--- config.mk ---
export PLATFORM = sky130hd
export DESIGN_NAME = pin_serializer
export DESIGN_NICKNAME = d
export VERILOG_FILES = /design/src/rtl/pss_pkg.sv /design/src/rtl/pss_source.sv /design/src/rtl/pss_shifter.sv /design/src/rtl/pss_ctrl.sv /design/src/rtl/pss_trig.sv /design/src/rtl/pin_serializer.sv
export SDC_FILE = /design/constraint.sdc
export NUM_CORES = 1
export LEC_CHECK = 0
export ABC_CLOCK_PERIOD_IN_PS = 6600
export BUFFER_PORTS_ARGS = -buffer_cell sky130_fd_sc_hd__clkbuf_2
export CAP_MARGIN = 20
export CORE_ASPECT_RATIO = 1.2
export CORE_MARGIN = 8
export CORE_UTILIZATION = 60
export DETAILED_ROUTE_END_ITERATION = 10
export HOLD_SLACK_MARGIN = 0.15
export PLACE_DENSITY = 0.93
export SLEW_MARGIN = 30
export SYNTH_ARGS = -nofsm -noshare
export SYNTH_HDL_FRONTEND = slang
export SYNTH_SLANG_ARGS = --single-unit
--- constraint.sdc ---
create_clock -name clk -period 6.6 [get_ports clk]
set_input_delay 1.32 -clock clk [delete_from_list [all_inputs] [get_ports clk]]
set_output_delay 1.32 -clock clk [all_outputs]
set_load 0.02 [all_outputs]
--- src/rtl/pss_pkg.sv ---
package pss_pkg;
  localparam int MIN_BITS = 4;
  typedef enum logic [1:0] {M_IDLE, M_RUN, M_LAST} mst_e;
endpackage

--- src/rtl/pss_source.sv ---
module pss_source #(
  parameter int DW = 16
) (
  input  logic          clk,
  input  logic          rst_n,
  input  logic [DW-1:0] pin_in,
  input  logic          host_wr,
  input  logic [DW-1:0] host_wdata,
  input  logic          src_alt,
  input  logic [DW-1:0] mask,
  input  logic [DW-1:0] comp,
  output logic [DW-1:0] data_m,
  output logic          diff
);
  logic [DW-1:0] pins_q, alt_q, alt_d;

  always_comb begin
    alt_d = alt_q;
    if (host_wr) alt_d = host_wdata;
  end

  always_ff @(posedge clk or negedge rst_n) begin
    if (!rst_n) begin
      pins_q <= '0;
      alt_q  <= '0;
    end else begin
      pins_q <= pin_in;
      alt_q  <= alt_d;
    end
  end

  assign data_m = (src_alt ? alt_q : pins_q) & mask;
  assign diff   = data_m != (comp & mask);
endmodule

--- src/rtl/pss_shifter.sv ---
module pss_shifter #(
  parameter int DW = 16,
  parameter int LW = 5
) (
  input  logic          clk,
  input  logic          rst_n,
  input  logic          load,
  input  logic          shift,
  input  logic          sample,
  input  logic [LW-1:0] len,
  input  logic [DW-1:0] data,
  output logic          sout,
  output logic [DW-1:0] comp,
  output logic          done
);
  logic [DW-1:0] sh_q, sh_d, frame_q, frame_d, comp_q, comp_d;
  logic [LW-1:0] cnt_q, cnt_d, amt;
  logic          done_d;

  assign amt = LW'(DW) - len;

  always_comb begin
    sh_d    = sh_q;
    frame_d = frame_q;
    cnt_d   = cnt_q;
    comp_d  = comp_q;
    done_d  = 1'b0;
    if (load) begin
      frame_d = data;
      sh_d    = data << amt;
      cnt_d   = '0;
    end else begin
      if (shift) sh_d = sh_q << 1;
      if (sample && cnt_q != len) begin
        cnt_d = cnt_q + LW'(1);
        if (cnt_q + LW'(1) == len) begin
          done_d = 1'b1;
          comp_d = frame_q;
        end
      end
    end
  end

  always_ff @(posedge clk or negedge rst_n) begin
    if (!rst_n) begin
      sh_q    <= '0;
      frame_q <= '0;
      cnt_q   <= '0;
      comp_q  <= '0;
      done    <= 1'b0;
    end else begin
      sh_q    <= sh_d;
      frame_q <= frame_d;
      cnt_q   <= cnt_d;
      comp_q  <= comp_d;
      done    <= done_d;
    end
  end

  assign sout = sh_q[DW-1];
  assign comp = comp_q;
endmodule

--- src/rtl/pss_ctrl.sv ---
module pss_ctrl
  import pss_pkg::*;
#(
  parameter int HALF = 2
) (
  input  logic clk,
  input  logic rst_n,
  input  logic cfg_master,
  input  logic trig_in,
  input  logic diff,
  input  logic done,
  input  logic sck_in,
  input  logic cs_in_n,
  output logic load,
  output logic shift,
  output logic sample,
  output logic cs_out_n,
  output logic sck_out
);
  localparam int DIVW = $clog2(HALF + 1);

  logic [2:0]      s_sck, s_cs;
  mst_e            st_q, st_d;
  logic [DIVW-1:0] div_q, div_d;
  logic            sck_q, sck_d, cs_q, cs_d;
  logic            m_load, m_shift, m_sample;
  logic            sl_rise, sl_fall, sl_csf, sl_sel, toggle;

  assign sl_rise = s_sck[1] & ~s_sck[2];
  assign sl_fall = ~s_sck[1] & s_sck[2];
  assign sl_csf  = ~s_cs[1] & s_cs[2];
  assign sl_sel  = ~s_cs[1];
  assign toggle  = div_q == DIVW'(HALF - 1);

  always_comb begin
    st_d     = st_q;
    div_d    = div_q;
    sck_d    = sck_q;
    cs_d     = cs_q;
    m_load   = 1'b0;
    m_shift  = 1'b0;
    m_sample = 1'b0;
    case (st_q)
      M_IDLE: begin
        sck_d = 1'b0;
        cs_d  = 1'b1;
        div_d = '0;
        if (cfg_master && trig_in && diff) begin
          st_d   = M_RUN;
          cs_d   = 1'b0;
          m_load = 1'b1;
        end
      end
      default: begin
        if (done) st_d = M_LAST;
        if (toggle) begin
          div_d = '0;
          if (st_q == M_LAST) begin
            sck_d = 1'b0;
            cs_d  = 1'b1;
            st_d  = M_IDLE;
          end else begin
            sck_d    = ~sck_q;
            m_sample = ~sck_q;
            m_shift  = sck_q;
          end
        end else begin
          div_d = div_q + DIVW'(1);
        end
      end
    endcase
  end

  always_ff @(posedge clk or negedge rst_n) begin
    if (!rst_n) begin
      s_sck <= 3'b000;
      s_cs  <= 3'b111;
      st_q  <= M_IDLE;
      div_q <= '0;
      sck_q <= 1'b0;
      cs_q  <= 1'b1;
    end else begin
      s_sck <= {s_sck[1:0], sck_in};
      s_cs  <= {s_cs[1:0], cs_in_n};
      st_q  <= st_d;
      div_q <= div_d;
      sck_q <= sck_d;
      cs_q  <= cs_d;
    end
  end

  assign load     = cfg_master ? m_load   : sl_csf;
  assign shift    = cfg_master ? m_shift  : (sl_fall & sl_sel);
  assign sample   = cfg_master ? m_sample : (sl_rise & sl_sel);
  assign cs_out_n = cs_q;
  assign sck_out  = sck_q;
endmodule

--- src/rtl/pss_trig.sv ---
module pss_trig (
  input  logic clk,
  input  logic rst_n,
  input  logic cfg_master,
  input  logic chg_en,
  input  logic relay_en,
  input  logic diff,
  input  logic trig_in,
  input  logic done,
  output logic mtrig
);
  logic trig_q, fired_q, fired_d, mtrig_d, chg_ev, relay_ev;

  assign chg_ev   = ~cfg_master & chg_en & diff & ~fired_q & ~done;
  assign relay_ev = ~cfg_master & relay_en & trig_in & ~trig_q;

  always_comb begin
    fired_d = fired_q;
    if (done)        fired_d = 1'b0;
    else if (chg_ev) fired_d = 1'b1;
    mtrig_d = chg_ev | relay_ev;
  end

  always_ff @(posedge clk or negedge rst_n) begin
    if (!rst_n) begin
      trig_q  <= 1'b0;
      fired_q <= 1'b0;
      mtrig   <= 1'b0;
    end else begin
      trig_q  <= trig_in;
      fired_q <= fired_d;
      mtrig   <= mtrig_d;
    end
  end
endmodule

--- src/rtl/pin_serializer.sv ---
module pin_serializer
  import pss_pkg::*;
#(
  parameter int DW   = 16,
  parameter int HALF = 2,
  localparam int LW  = $clog2(DW + 1)
) (
  input  logic          clk,
  input  logic          rst_n,
  input  logic [DW-1:0] pin_in,
  input  logic          host_wr,
  input  logic [DW-1:0] host_wdata,
  input  logic          cfg_src_alt,
  input  logic          cfg_master,
  input  logic          cfg_chg_en,
  input  logic          cfg_relay_en,
  input  logic [LW-1:0] cfg_len,
  input  logic          trig_in,
  input  logic          sck_in,
  input  logic          cs_in_n,
  output logic          sout,
  output logic          sck_out,
  output logic          cs_out_n,
  output logic          mtrig,
  output logic [DW-1:0] comp_q
);
  logic [LW-1:0] len_eff;
  logic [DW-1:0] mask, data_m;
  logic          diff, done_w, load_w, shift_w, sample_w;

  always_comb begin
    if (cfg_len < LW'(MIN_BITS))  len_eff = LW'(MIN_BITS);
    else if (cfg_len > LW'(DW))   len_eff = LW'(DW);
    else                          len_eff = cfg_len;
    for (int i = 0; i < DW; i++) mask[i] = LW'(i) < len_eff;
  end

  pss_source #(.DW(DW)) u_src (
    .clk(clk), .rst_n(rst_n), .pin_in(pin_in), .host_wr(host_wr),
    .host_wdata(host_wdata), .src_alt(cfg_src_alt), .mask(mask),
    .comp(comp_q), .data_m(data_m), .diff(diff)
  );

  pss_shifter #(.DW(DW), .LW(LW)) u_shf (
    .clk(clk), .rst_n(rst_n), .load(load_w), .shift(shift_w),
    .sample(sample_w), .len(len_eff), .data(data_m), .sout(sout),
    .comp(comp_q), .done(done_w)
  );

  pss_ctrl #(.HALF(HALF)) u_ctl (
    .clk(clk), .rst_n(rst_n), .cfg_master(cfg_master), .trig_in(trig_in),
    .diff(diff), .done(done_w), .sck_in(sck_in), .cs_in_n(cs_in_n),
    .load(load_w), .shift(shift_w), .sample(sample_w),
    .cs_out_n(cs_out_n), .sck_out(sck_out)
  );

  pss_trig u_trg (
    .clk(clk), .rst_n(rst_n), .cfg_master(cfg_master), .chg_en(cfg_chg_en),
    .relay_en(cfg_relay_en), .diff(diff), .trig_in(trig_in), .done(done_w),
    .mtrig(mtrig)
  );
endmodule

# Word-level counts from Yosys, hierarchy flattened
# Index checks and enable logic that the tools add are counted.
classes:
  addsub: 3
  order_cmp: 18
  n_eq_ne: 6
  shift: 1
  mux: 36
  n_bitwise: 24
  reduce_logical: 11
op_table:
  columns: ["cell", "n"]
  rows:
  - ["$mux W16", 3]
  - ["$lt A4 B5 Y1 const A", 8]
  - ["$and A16 B16 Y16", 2]
  - ["$mux W1", 22]
  - ["$lt A3 B5 Y1 const A", 4]
  - ["$mux W5", 4]
  - ["$ne A16 B16 Y1", 1]
  - ["$shl A16 B5 Y16", 1]
  - ["$mux W2", 7]
  - ["$and A1 B1 Y1", 12]
  - ["$lt A1 B5 Y1 const A", 2]
  - ["$lt A2 B5 Y1 const A", 2]
  - ["$reduce_bool A2 Y1", 5]
  - ["$not A1 Y1", 9]
  - ["$add A5 B1 Y5 const B", 1]
  - ["$eq A5 B5 Y1", 1]
  - ["$gt A5 B5 Y1 const B", 1]
  - ["$lt A5 B3 Y1 const B", 1]
  - ["$ne A5 B5 Y1", 1]
  - ["$sub A5 B5 Y5 const A", 1]
  - ["$logic_and A1 B1 Y1", 3]
  - ["$reduce_and A3 Y1", 1]
  - ["$add A2 B1 Y2 const B", 1]
  - ["$eq A2 B1 Y1 const B", 1]
  - ["5 further kinds", 5]
totals:
  regBits: 101
  inputBits: 47

# Longest topological paths before layout
logic_depth:
  word_depth: 12
  ltp_mapped: 12
  mapped_depth_nobuf: 9

# Modules after synthesis
# From an unflattened synthesis, not the netlist that was laid out.
hier_totals:
  hier_cells: 471
  hier_area_um2: 5352.6
by_module_without_submodules:
  columns: ["module", "n_inst", "cells_per_inst", "area_each_um2", "seq_area_each_um2"]
  rows:
  - ["pss_shifter", 1, 270, 3021.6, 1351.3]
  - ["pss_source", 1, 129, 1616.6, 800.8]
  - ["pss_ctrl", 1, 35, 429.2, 305.3]
  - ["pin_serializer", 1, 29, 157.7, 0.0]
  - ["pss_trig", 1, 8, 127.6, 75.1]

# Worst setup path after synthesis
# No wires, ideal clock.
synth_timing:
  path_kind: "input port to flip-flop"
  from: "input port cfg_len[3]"
  to: "register u_shf.sh_q[12]"
  setup_time_ns: 0.127
  arrival_ns: 3.623
  required_ns: 6.473
  path_slack_ns: 2.850
  cell_stages: 12
  n_path_buf: 3
  path_cell_list: "clkbuf_1 -> nor2_1 -> nor3b_1 -> inv_1 -> ha_1 -> clkbuf_1 -> inv_1 -> clkbuf_1 -> mux2i_1 -> o22ai_1 -> o21ai_0 -> mux2i_1"
synth_between:
  elab_chain_len: 11
  word_cells_on_any_way: 31
  classes_between: "add/sub (1); order compare (18); eq/ne (1); shift (1); mux (6); bitwise (2); reduce/logical (2)"
synth_lines:
  columns: ["element", "line_no", "text"]
  rows:
  - ["from (decl)", "pin_serializer.sv:17", "input logic [LW-1:0] cfg_len,"]
  - ["$gt A5 B5 Y1", "pin_serializer.sv:33", "else if (cfg_len > LW'(DW)) len_eff = LW'(DW);"]
  - ["$mux W5", "pin_serializer.sv:33", null]
  - ["$mux W5 (*)", "pin_serializer.sv:32", "if (cfg_len < LW'(MIN_BITS)) len_eff = LW'(MIN_BITS);"]
  - ["$lt A1 B5 Y1, or another cell as far along", "pin_serializer.sv:35", "for (int i = 0; i < DW; i++) mask[i] = LW'(i) < len_eff;"]
  - ["$and A16 B16 Y16 (on tied branches)", "pss_source.sv:32, pss_source.sv:33", null]
  - ["$ne A16 B16 Y1", "pss_source.sv:33", "assign diff = data_m != (comp & mask);"]
  - ["$logic_and A1 B1 Y1", "pss_ctrl.sv:48", "if (cfg_master && trig_in && diff) begin"]
  - ["$mux W1", "pss_ctrl.sv:48", null]
  - ["$mux W1", "pss_ctrl.sv:43", "case (st_q)"]
  - ["$mux W1", "pss_ctrl.sv:92", "assign load = cfg_master ? m_load : sl_csf;"]
  - ["$mux W16 or $reduce_bool A2 Y1 (tied branches)", null, null]
  - ["to (signal assigned)", "pss_shifter.sv:46", "sh_q <= '0;"]
  - ["to (signal assigned)", "pss_shifter.sv:52", "sh_q <= sh_d;"]
  - ["to (decl)", "pss_shifter.sv:16", "logic [DW-1:0] sh_q, sh_d, frame_q, frame_d, comp_q, comp_d;"]
# Mark *: on every way between the ends. The rest lies on a longest branch, timed or not.
# A chain may end at the register's enable or synchronous reset.

# Final worst setup path
layout_timing:
  from: "input port cfg_len[4]"
  to: "register u_shf.sh_q[9]"
# Same word-level chain as after synthesis.

==> impl_metrics.ini <==
[drt]
wl_um = 12080
via_per_inst = 6.048
vias = 3925
dr.first_iter.drc_count = 205
drc = 0
ant_nets = 0
dr.pass1.iters = 5
post_drt_wl_per_cell_um = 18.61

[logic_synthesis]
synth_warnings = 0
syn_nets = 524
ys_ff_latch = 101
synth_compound_area_share_pct = 9.341
yosys.area_share.adder_pct = 0.4706
syn-instance-count = 475
synthMuxAreaShare_pct = 23.58
syn_avg_cell_area_sq_um = 11.19
synth_top_family_by_area = multiplexers
synth_edf_count = 0
ys_types = 61
synth_area_sq_mm = 0.005318
synth_xor_area_share_pct = 3.953
yosysTopAreaCell = dfrtp_1
synth_simple_gate_area_share_pct = 11.51
ys_seq_area_share_pct = 47.62
synth_ff_type = dfrtp_1
ys_top_cells_by_area = dfrtp_1, mux2i_1, mux2_2
synthArstFlopShare_pct = 100.0
yosysTopAreaCellShare_pct = 45.65

[timing]
finalWorstSetupSlack_ns = 2.073
finClkSkew_ns = 0.005972
grt_setup_unrepaired = false
slew_violations = 0
tightest_slew_ns = 0.9168
hold_viol = 0
setup_violations = 0
setup_tns_ns = 0
max_freq_ghz = 0.2209
fin_crit_sh_pct = 68.59
max_slew_margin_pct = 38.44
fin_crit_ns = 4.527

[clock_tree]
cts-root-buf = clkbuf_8
clk_latency_ns = 0.37
clockBufferDepth = 2
numCtsBuffers = 9
cts_tree = built
cts_resized = 0
hold_buffers = 0
postCtsSetupRepairBufs = 0
clock_sinks = 101
htree_levels = 3
path_clk_slew_ns = 0.09

[critical_path]
worstPathRequired_ns = 6.89
r2r_slack_ns = 3.83
crit_arrival_ns = 4.82
reg2reg_to = u_shf.sh_q[3]$_DFFE_PN0P_
r2r-start = u_src.alt_q[9]$_DFFE_PN0P_
rr_worst_depth = 8
crit_path_start_kind = input port
path_class = in -> reg
worst_setup_path_end_kind = flop
cp_max_fo = 24

[worst_hold_path]
min-delay-start = u_ctl.s_sck[0]$_DFF_PN0_
whs_endpoint = u_ctl.s_sck[1]$_DFF_PN0_
hp-class = reg -> reg
whs_path_depth = 0

[final_layout]
layout_commonest_cell = dfrtp_1
n_antenna_cell = 0
fin_util_pct = 68.70
fin_nets = 577
drive_above_1_share_pct = 29.14
syn_to_final_growth_pct = 11.25
layout_common_cells = dfrtp_1, clkbuf_2, mux2i_1, mux2_2, nor2_1

[power]
power.leakage_nw = 2.752
pwr_density_cell_mw_per_mm2 = 327.6
ir_worst_vdd_uv = 223.9
power.total_mw = 1.938

[die]
dieArea_sq_mm = 0.01214
io_pins = 67
die_y_um = 119.1
core_area_sq_mm = 0.008611
start_util_pct = 61.76
die_w_um = 101.9
num_rows = 37

[grt]
use_met2_pct = 34.21
grt_max_degree = 56
grt_pass1_vias = 4077
grt_overflow = 0
globalRouteMet1Util_pct = 24.23
grt_pass1_wl_um = 19920
grt_usage_pct = 20.86
grtUsageMet3_pct = 4.312
busiest_layer = met2
antenna_found_initial = 0

[placement]
gp_congestion = 0.9423
io_buffers = 66
dpl.hpwl_um = 9044
place_ws_ns = 1.815

[flow_run]
drv_cap = 0

[outcome]
status = completed
cells in the mapped netlist, types with 3 or more instances:
| cell | count |
|---|---|
| nor2b_1 | 4 |
| dfstp_2 | 4 |
| and2_1 | 4 |
| nor4_1 | 3 |
| a211oi_1 | 5 |
| o21ai_0 | 14 |
| a22oi_1 | 3 |
| xnor2_1 | 15 |
| nand2b_1 | 4 |
| o31ai_1 | 4 |
| clkbuf_1 | 17 |
| mux4_2 | 3 |
| mux2_4 | 7 |
| mux2_2 | 43 |
| o2bb2ai_1 | 3 |
| mux2i_1 | 56 |
| xor2_1 | 9 |
| a21oi_1 | 15 |
| o22ai_1 | 4 |
| nand2_1 | 31 |
| or2_2 | 3 |
| dfrtp_1 | 97 |
| nand3_1 | 13 |
| or3_1 | 3 |
| inv_1 | 14 |
| nor3_1 | 8 |
| buf_2 | 6 |
| a31oi_1 | 3 |
| nor2_1 | 37 |
per-layer routing:
layer,vias up,part of all wire [%]
met5,-,0
met4,0,4.7
met3,43,5.0
met2,143,50
met1,1930,40
li1,1809,-
sequential cells by signal, summed over array words and instances, names as in the netlist:
name / flops
u_ctl.s_cs: 3
u_ctl.div_q: 2
u_src.alt_q: 16
u_trg.mtrig: 1
u_shf.comp: 16
u_src.pins_q: 16
u_ctl.st_q: 2
u_shf.sh_q: 16
u_ctl.cs_out_n: 1
u_trg.fired_q: 1
u_ctl.s_sck: 3
u_shf.done: 1
u_ctl.sck_out: 1
u_shf.frame_q: 16
u_shf.cnt_q: 5
u_trg.trig_q: 1
cells by family after synthesis:
logic type / count (synthesis)
flops: 101
mux: 111
simple gates: 121
fa+ha+maj: 2
compound gates: 73
xor+xnor: 24
buf+inv: 43
where the power goes:
| group | total (mW) | switching (mW) | internal (mW) |
|---|---|---|---|
| combinational | 0.638 | 0.348 | 0.290 |
| clock | 0.400 | 0.205 | 0.195 |
| sequential | 0.900 | 0.121 | 0.779 |
| total | 1.94 | 0.674 | 1.26 |
how the worst max path moves through the flow:
stage	startpoint	end	slack (ns)	depth (start not counted)
after floorplan	cfg_len[3]	u_shf.sh_q[12]$_DFFE_PN0P_	2.85	12
final	cfg_len[4]	u_shf.sh_q[9]$_DFFE_PN0P_	2.07	10
after global placement	cfg_len[4]	u_shf.sh_q[14]$_DFFE_PN0P_	1.77	10
after detailed placement	cfg_len[4]	u_shf.sh_q[9]$_DFFE_PN0P_	1.81	10
after CTS	cfg_len[4]	u_shf.sh_q[9]$_DFFE_PN0P_	2.19	10
after global routing	cfg_len[4]	u_shf.sh_q[14]$_DFFE_PN0P_	1.83	10
cell type report:
type                            instances  area (sq um)
Multi-Input combinational cell        331          2619
Sequential cell                       101          2532
Inverter                               15         56.30
Clock buffer                           12         155.1
Tap cell                              117         146.4
Timing Repair Buffer                   70         362.8
Fill cell                             679          2695
Clock inverter                          3         43.79
stage by stage:
| step | cell area (sq um) | instances | hold slack (ns) |
|---|---|---|---|
| floorplan | 5318 | 475 | 0.3312 |
| global placement | 5709 | 634 | 0.3554 |
| detailed placement | 5717 | 634 | 0.3356 |
| CTS | 5916 | 649 | 0.3571 |
| global route | 5916 | 649 | 0.3689 |
| finish | 5916 | 649 | 0.3639 |
critical path: stages:
cell and delay, ns:
clkbuf_2 0.29, nand2b_1 0.33, nor2_1 0.59, inv_2 0.25, ha_1 0.32, xnor2_1 0.76
mux2_2 0.41, o31ai_1 0.24, o21ai_0 0.13, mux2i_1 0.15
(Power assumes the default switching activity.)
